===== src/rtl/abPkg.sv =====
package abPkg;

  // Per-cycle operation chosen by the control; at most one is set.
  typedef struct packed {
    logic flush;
    logic fill;
    logic load;
    logic store;
  } abStrobe_t;

endpackage


===== src/rtl/abCtrl.sv =====
module abCtrl
  import abPkg::*;
(
  input  logic      clk,
  input  logic      rstN,
  input  logic      flushReq,
  input  logic      fillValid,
  input  logic      reqValid,
  input  logic      reqWrite,
  output logic      reqReady,
  output abStrobe_t strb
);

  // Flush beats fill, fill beats a cluster request.
  always_comb begin
    reqReady   = !flushReq && !fillValid;
    strb.flush = flushReq;
    strb.fill  = fillValid && !flushReq;
    strb.load  = reqValid && reqReady && !reqWrite;
    strb.store = reqValid && reqReady && reqWrite;
  end

  // never more than one operation per cycle
  assert_one_op_R10: assert property (@(posedge clk) disable iff (!rstN)
    $onehot0(strb));

  // a flush cycle leaves the request unaccepted
  assert_flush_stall_R9: assert property (@(posedge clk) disable iff (!rstN)
    flushReq |-> !(strb.load || strb.store || strb.fill));

endmodule


===== src/rtl/abData.sv =====
module abData
  import abPkg::*;
#(
  parameter int ENTRIES   = 4,
  parameter int BLK_W     = 8,
  parameter int MOD_W     = 2,
  parameter int SUB_WORDS = 2,
  parameter int WORD_W    = 1,
  parameter int DATA_W    = 32,
  localparam int IDX_W    = (ENTRIES > 1) ? $clog2(ENTRIES) : 1,
  localparam int LINE_W   = SUB_WORDS * DATA_W
) (
  input  logic              clk,
  input  logic              rstN,
  input  abStrobe_t         strb,
  input  logic [BLK_W-1:0]  reqBlock,
  input  logic [MOD_W-1:0]  reqModule,
  input  logic [WORD_W-1:0] reqWord,
  input  logic [DATA_W-1:0] reqWdata,
  input  logic [BLK_W-1:0]  fillBlock,
  input  logic [MOD_W-1:0]  fillModule,
  input  logic [LINE_W-1:0] fillLine,
  input  logic              invInValid,
  input  logic [BLK_W-1:0]  invInBlock,
  input  logic [MOD_W-1:0]  invInModule,
  output logic              rspValid,
  output logic              rspHit,
  output logic [DATA_W-1:0] rspData,
  output logic              wtValid,
  output logic [BLK_W-1:0]  wtBlock,
  output logic [MOD_W-1:0]  wtModule,
  output logic [WORD_W-1:0] wtWord,
  output logic [DATA_W-1:0] wtData,
  output logic              invOutValid,
  output logic [BLK_W-1:0]  invOutBlock,
  output logic [MOD_W-1:0]  invOutModule
);

  logic [ENTRIES-1:0] vld;
  logic [BLK_W-1:0]   blk  [ENTRIES];
  logic [MOD_W-1:0]   mod  [ENTRIES];
  logic [LINE_W-1:0]  line [ENTRIES];
  logic [IDX_W-1:0]   age  [ENTRIES];

  logic [ENTRIES-1:0] invHit, liveVld, reqHit, fillHit, oldest;

  function automatic logic [IDX_W-1:0] firstSet(input logic [ENTRIES-1:0] v);
    firstSet = '0;
    for (int i = ENTRIES - 1; i >= 0; i--)
      if (v[i]) firstSet = IDX_W'(i);
  endfunction

  // Tag comparators, one set per entry.
  for (genvar g = 0; g < ENTRIES; g++) begin : gEntry
    assign invHit[g]  = invInValid && vld[g] && blk[g] == invInBlock && mod[g] == invInModule;
    assign liveVld[g] = vld[g] && !invHit[g];
    assign reqHit[g]  = liveVld[g] && blk[g] == reqBlock && mod[g] == reqModule;
    assign fillHit[g] = liveVld[g] && blk[g] == fillBlock && mod[g] == fillModule;
    assign oldest[g]  = age[g] == IDX_W'(ENTRIES - 1);

    // an invalidated subblock is gone one cycle later
    assert_inv_clears_R8: assert property (@(posedge clk) disable iff (!rstN)
      invHit[g] |=> !(vld[g] && blk[g] == $past(invInBlock) && mod[g] == $past(invInModule)));
  end

  logic             fillKill, fillDo, anyHit, touchEn, isReq;
  logic [IDX_W-1:0] reqIdx, victimIdx, touchIdx;

  always_comb begin
    fillKill  = invInValid && invInBlock == fillBlock && invInModule == fillModule;
    fillDo    = strb.fill && !fillKill;
    anyHit    = |reqHit;
    reqIdx    = firstSet(reqHit);
    isReq     = strb.load || strb.store;
    if (|fillHit)        victimIdx = firstSet(fillHit);
    else if (!(&liveVld)) victimIdx = firstSet(~liveVld);
    else                 victimIdx = firstSet(oldest);
    touchEn   = fillDo || (isReq && anyHit);
    touchIdx  = fillDo ? victimIdx : reqIdx;
  end

  // Valid bits and recency order.
  always_ff @(posedge clk or negedge rstN) begin
    if (!rstN) begin
      vld <= '0;
      for (int i = 0; i < ENTRIES; i++) age[i] <= IDX_W'(i);
    end else if (strb.flush) begin
      vld <= '0;
    end else begin
      vld <= liveVld;
      if (fillDo) vld[victimIdx] <= 1'b1;
      if (touchEn) begin
        for (int i = 0; i < ENTRIES; i++) begin
          if (IDX_W'(i) == touchIdx)      age[i] <= '0;
          else if (age[i] < age[touchIdx]) age[i] <= age[i] + 1'b1;
        end
      end
    end
  end

  // Tags and data carry no reset.
  always_ff @(posedge clk) begin
    if (fillDo) begin
      blk[victimIdx]  <= fillBlock;
      mod[victimIdx]  <= fillModule;
      line[victimIdx] <= fillLine;
    end else if (strb.store && anyHit) begin
      line[reqIdx][reqWord*DATA_W +: DATA_W] <= reqWdata;
    end
  end

  // Registered responses: one cycle after acceptance.
  always_ff @(posedge clk or negedge rstN) begin
    if (!rstN) begin
      rspValid     <= 1'b0;
      rspHit       <= 1'b0;
      rspData      <= '0;
      wtValid      <= 1'b0;
      wtBlock      <= '0;
      wtModule     <= '0;
      wtWord       <= '0;
      wtData       <= '0;
      invOutValid  <= 1'b0;
      invOutBlock  <= '0;
      invOutModule <= '0;
    end else begin
      rspValid     <= isReq;
      rspHit       <= isReq && anyHit;
      rspData      <= (strb.load && anyHit) ? line[reqIdx][reqWord*DATA_W +: DATA_W] : '0;
      wtValid      <= strb.store && anyHit;
      wtBlock      <= reqBlock;
      wtModule     <= reqModule;
      wtWord       <= reqWord;
      wtData       <= reqWdata;
      invOutValid  <= strb.store;
      invOutBlock  <= reqBlock;
      invOutModule <= reqModule;
    end
  end

  // a tag is never held twice
  assert_single_copy_R4: assert property (@(posedge clk) disable iff (!rstN)
    $onehot0(reqHit) && $onehot0(fillHit));

  // a taken fill leaves its entry valid
  assert_fill_lands_R4: assert property (@(posedge clk) disable iff (!rstN)
    (fillDo && !strb.flush) |=> vld[$past(victimIdx)]);

  // flush empties the buffer
  assert_flush_empty_R9: assert property (@(posedge clk) disable iff (!rstN)
    strb.flush |=> (vld == '0));

  // a load hit answers on the following cycle
  assert_hit_latency_R2: assert property (@(posedge clk) disable iff (!rstN)
    (strb.load && anyHit) |=> (rspValid && rspHit));

  // write-through only for a store that hit, always with its broadcast
  assert_wt_on_hit_R6: assert property (@(posedge clk) disable iff (!rstN)
    wtValid |-> (rspValid && rspHit && invOutValid));

endmodule


===== src/rtl/attractionBuffer.sv =====
module attractionBuffer
  import abPkg::*;
#(
  parameter int ENTRIES   = 4,
  parameter int BLK_W     = 8,
  parameter int MODULES   = 4,
  parameter int SUB_WORDS = 2,
  parameter int DATA_W    = 32,
  localparam int MOD_W    = (MODULES > 1) ? $clog2(MODULES) : 1,
  localparam int WORD_W   = (SUB_WORDS > 1) ? $clog2(SUB_WORDS) : 1,
  localparam int LINE_W   = SUB_WORDS * DATA_W
) (
  input  logic              clk,
  input  logic              rstN,
  input  logic              flushReq,
  input  logic              reqValid,
  input  logic              reqWrite,
  input  logic [BLK_W-1:0]  reqBlock,
  input  logic [MOD_W-1:0]  reqModule,
  input  logic [WORD_W-1:0] reqWord,
  input  logic [DATA_W-1:0] reqWdata,
  output logic              reqReady,
  input  logic              fillValid,
  input  logic [BLK_W-1:0]  fillBlock,
  input  logic [MOD_W-1:0]  fillModule,
  input  logic [LINE_W-1:0] fillLine,
  input  logic              invInValid,
  input  logic [BLK_W-1:0]  invInBlock,
  input  logic [MOD_W-1:0]  invInModule,
  output logic              rspValid,
  output logic              rspHit,
  output logic [DATA_W-1:0] rspData,
  output logic              wtValid,
  output logic [BLK_W-1:0]  wtBlock,
  output logic [MOD_W-1:0]  wtModule,
  output logic [WORD_W-1:0] wtWord,
  output logic [DATA_W-1:0] wtData,
  output logic              invOutValid,
  output logic [BLK_W-1:0]  invOutBlock,
  output logic [MOD_W-1:0]  invOutModule
);

  abStrobe_t strb;

  abCtrl uCtrl (
    .clk       (clk),
    .rstN      (rstN),
    .flushReq  (flushReq),
    .fillValid (fillValid),
    .reqValid  (reqValid),
    .reqWrite  (reqWrite),
    .reqReady  (reqReady),
    .strb      (strb)
  );

  abData #(
    .ENTRIES   (ENTRIES),
    .BLK_W     (BLK_W),
    .MOD_W     (MOD_W),
    .SUB_WORDS (SUB_WORDS),
    .WORD_W    (WORD_W),
    .DATA_W    (DATA_W)
  ) uData (
    .clk          (clk),
    .rstN         (rstN),
    .strb         (strb),
    .reqBlock     (reqBlock),
    .reqModule    (reqModule),
    .reqWord      (reqWord),
    .reqWdata     (reqWdata),
    .fillBlock    (fillBlock),
    .fillModule   (fillModule),
    .fillLine     (fillLine),
    .invInValid   (invInValid),
    .invInBlock   (invInBlock),
    .invInModule  (invInModule),
    .rspValid     (rspValid),
    .rspHit       (rspHit),
    .rspData      (rspData),
    .wtValid      (wtValid),
    .wtBlock      (wtBlock),
    .wtModule     (wtModule),
    .wtWord       (wtWord),
    .wtData       (wtData),
    .invOutValid  (invOutValid),
    .invOutBlock  (invOutBlock),
    .invOutModule (invOutModule)
  );

endmodule


===== config.mk =====
export PLATFORM = sky130hd
export DESIGN_NAME = attractionBuffer
export DESIGN_NICKNAME = d
export VERILOG_FILES = /design/src/rtl/abPkg.sv /design/src/rtl/abCtrl.sv /design/src/rtl/abData.sv /design/src/rtl/attractionBuffer.sv
export SDC_FILE = /design/constraint.sdc
export NUM_CORES = 1
export LEC_CHECK = 0
export BUFFER_PORTS_ARGS = -buffer_cell sky130_fd_sc_hd__buf_2
export CAP_MARGIN = 10
export CORE_MARGIN = 2
export CORE_UTILIZATION = 35
export DETAILED_ROUTE_END_ITERATION = 16
export GPL_ROUTABILITY_DRIVEN = 0
export GPL_TIMING_DRIVEN = 0
export PLACE_DENSITY = 0.6
export SYNTH_ARGS = -nofsm -noshare
export SYNTH_HDL_FRONTEND = slang
export SYNTH_SLANG_ARGS = --single-unit

===== constraint.sdc =====
create_clock -name clk -period 4.6 [get_ports clk]
set_clock_uncertainty 0.15 [all_clocks]
set_input_delay 0.23 -clock clk [delete_from_list [all_inputs] [get_ports clk]]
set_output_delay 0.23 -clock clk [all_outputs]
set_load 0.01 [all_outputs]

==> results.md <==
* CTS Buf Count at 44
* Outcome: completed
* Clock latency on the worst-skew pair at roughly 590 ps
* First-pass GRT wire length at between 70000 and 80000 µm
* DR vias/cell at 5.07
* Static leakage at roughly 8 nW
* WS Path Type: reg -> reg
* Simple logic cell fraction of the synthesized area at a little over a tenth
* Antenna viol nets, final at 0
* Critical Path Fanout Max at 20
* Syn Nets at approximately 1400
* Post-Synth XOR/XNOR Area at about 6.5%
* Post-Place Cell Area at a little under 0.02 mm²
* Layout Utilization at about 46%
* Final #Nets at roughly 1800
* Global Route Usage Sum at 19.6%
* Synth top area share at approximately 51%
* Post-DP HPWL at ~34000 µm
* Cells after synthesis at 1233
* Final instance area at 0.0223 mm²
* Sequential area share after synthesis at approximately 64%
* Flops & latches, synth at around 390
* Area grow syn2layout at 28.4%
* Design Power at between 0.007 and 0.008 W
* 1st-iter DRT viols at 921
* PwrDens at around 360 mW/mm²
* Routed length per instance at between 20 and 25 µm
* Synth async-reset ratio at between 20% and 30%
* Die height at 227 µm
* Clock tree root driver cell: clkbuf_16
* Initial antenna violation count at 1
* R2R Path Start: uData.blk[0][2]
* Max Buffers Root-to-Sink at 3
* Clk slew on worst S/H paths at approximately 60 ps
* FF-to-FF path depth at 12
* Rel. slew slack at roughly 26%
* HP Class: in -> reg
* Syn avg cell area at between 10 and 15 µm²
* I/O pin cnt at between 200 and 250
* Port Buffer Count at 212
* Final period utilization at a little over nine tenths
* Starting Density at between 30% and 40%
* Final count of negative-setup-slack endpoints at 0
* Worst Path Arrival at 4530 ps
* Sink Count at about 390
* Post-synth cell types at 69
* Final wirelength at just over 50000 µm
* Max cap viols at 0
* Worst setup EP type: flip-flop
* Via count at 11800
* Total iterations of the first detailed-routing run at 7
* Worst R2R Setup Slack at around 200 ps
* Slew @ Worst Pin at 1110 ps
* Combinational family with the most area after synthesis: multiplexers
* Layout cells sized above 1 at between 20 and 25%
* Rows at 81
* Fin. max-slew vios at 0
* CTS tree: done
* Worst reg2reg path endpoint: uData.line[2][11]
* Post-synth EDFFs at 296
* Dominant synthesized flop cell: edfxtp_1
* Vias in the first global route at about 12000
* Chip Width at 227 µm
* Hold path cells at 4
* Tmin final at approximately 4400 ps
* Setup WS post-layout at 195 ps
* Leading post-synthesis cells by cell area: edfxtp_1, dfrtp_1, mux2i_1
* CP required at approximately 4700 ps
* Core area at about 0.05 mm²
* # H-tree levels at 2
* Post-synthesis adder-cell area fraction at less than 1%
* Max Clock Freq at 227 MHz
* Residual DRC at 0
* Mux contribution to synthesized area at between 10 and 15%
* Worst Min Path Start: invInValid
* Syn. warnings at 0
* Synth area leader: edfxtp_1
* Peak supply drop at about 280 µV
* Startpoint types: flip-flop
* Die area at roughly 0.051 mm²
* Synth Area in Compound Gates at between 3 and 4%
* Worst Hold Endpoint: uData.vld[3]
* Largest net degree at the start of global routing at 56
* Gr ovfl total at 0
* Number of diodes at 0
* Final hold viol count at 0
* Post-Syn Area at between 0.015 and 0.02 mm²
* Setup Slack @ Placement at -71.0 ps
==> kinds of logic after synthesis <==
group,count (synthesis)
adders and majority gates,4
AOI/OAI and AO/OA,71
xor gates and xnor gates,130
DFF,387
and+or+nand+nor,378
muxes,169
buffers and inverters,94
==> cells in the mapped netlist, drive strengths merged, types with 4 or more instances <==
master	count
dfrtp	87
nor2	70
nand3	43
nand2b	4
o21a	5
xor2	55
o21ai	8
buf	45
clkbuf	39
nor3	7
nand3b	34
o22ai	4
nand2	153
inv	9
dfstp	4
nand4	23
o22a	5
o31ai	4
or3	4
nor4	21
mux4	32
mux2i	136
xnor2	75
edfxtp	296
nand4b	5
ha	4
a311oi	4
a21oi	14
nor2b	4
==> routing by layer <==
layer,GRT usage (%),vias to the layer above,share of wire (%),routed length [µm]
met1,26.1,5917,42,21500
met3,3.82,107,6.6,3350
met2,32.0,461,48,24300
met5,0,-,0,0
li1,-,5323,-,-
met4,6.96,0,3.0,1540
==> report_power, final <==
group	switching (W)	internal (W)
sequential	0.0000353	0.00385
combinational	0.000344	0.000278
clock	0.00150	0.00195
==> per-stage QoR <==
stage | std cells | setup TNS, ps | hold slack, ps
CTS | 2328 | 0 | 7.42
finish | 2330 | 0 | 44.7
floorplan | 1233 | 0 | -216
global route | 2330 | -35.4 | 74.7
global placement | 2109 | -463070 | 202
detailed placement | 2118 | -2450 | 142
==> state kept, by name, indices dropped and copies added, names as in the netlist <==
| signal | count |
|---|---|
| uData.rspValid | 1 |
| uData.line | 256 |
| uData.rspData | 32 |
| uData.wtModule | 2 |
| uData.mod | 8 |
| uData.rspHit | 1 |
| uData.blk | 32 |
| uData.invOutValid | 1 |
| uData.age | 8 |
| uData.wtWord | 1 |
| uData.wtBlock | 8 |
| uData.wtValid | 1 |
| uData.vld | 4 |
| uData.wtData | 32 |
==> worst max path at each step <==
stage               depth (start not counted)  slack, ps                end       startpoint
floorplan                                  11        400   uData.line[0][0]  uData.blk[0][2]
global placement                           11      -2030  uData.line[0][15]  uData.blk[0][2]
detailed placement                         12        -70  uData.line[1][16]  uData.blk[0][2]
CTS                                         9        0.5  uData.line[2][11]  uData.blk[1][6]
global route                               12         -7  uData.line[2][11]  uData.blk[0][2]
finish                                     12        200  uData.line[2][11]  uData.blk[0][2]
==> worst max-delay path, stage by stage, from the launching register on <==
cell and delay (ps):
edfxtp_1 500, xnor2_1 330, nand4_1 210, o31ai_4 510
o22ai_1 220, nor2b_1 380, buf_2 210, buf_4 180
buf_4 250, a21o_1 170, nand2_1 150, nor2_4 540
buf_12 280
==> layout by cell type, fill, tap and decap left out, types with 43 or more instances in the layout <==
cell and count:
nand3_1 43, mux2i_1 134, nor2_1 59, buf_2 228, dfrtp_1 87, xor2_1 55, dlygate4sd3_1 122, nand2_1 153
clkbuf_1 45, xnor2_1 75, edfxtp_1 296, clkbuf_16 45
==> final cells by class <==
cell class                 count  area (µm²)
buffer                        84         464
clock buffer                  57        1210
clock inverter                25         231
fill                        4304       26600
inverter                      10        37.5
multi-input combinational    752        5790
sequential                   387       11200
tap                          664         831
timing repair buffer         351        2600
==> repair_timing <==
action	4_1_cts	5_1_grt
pin swaps	5	0
setup endpoints to repair	82	127
hold endpoints to repair	415	0
buffers inserted	6	0
resized for setup	0	5
hold buffers	122	0
Power figures use the tool's default switching activity.
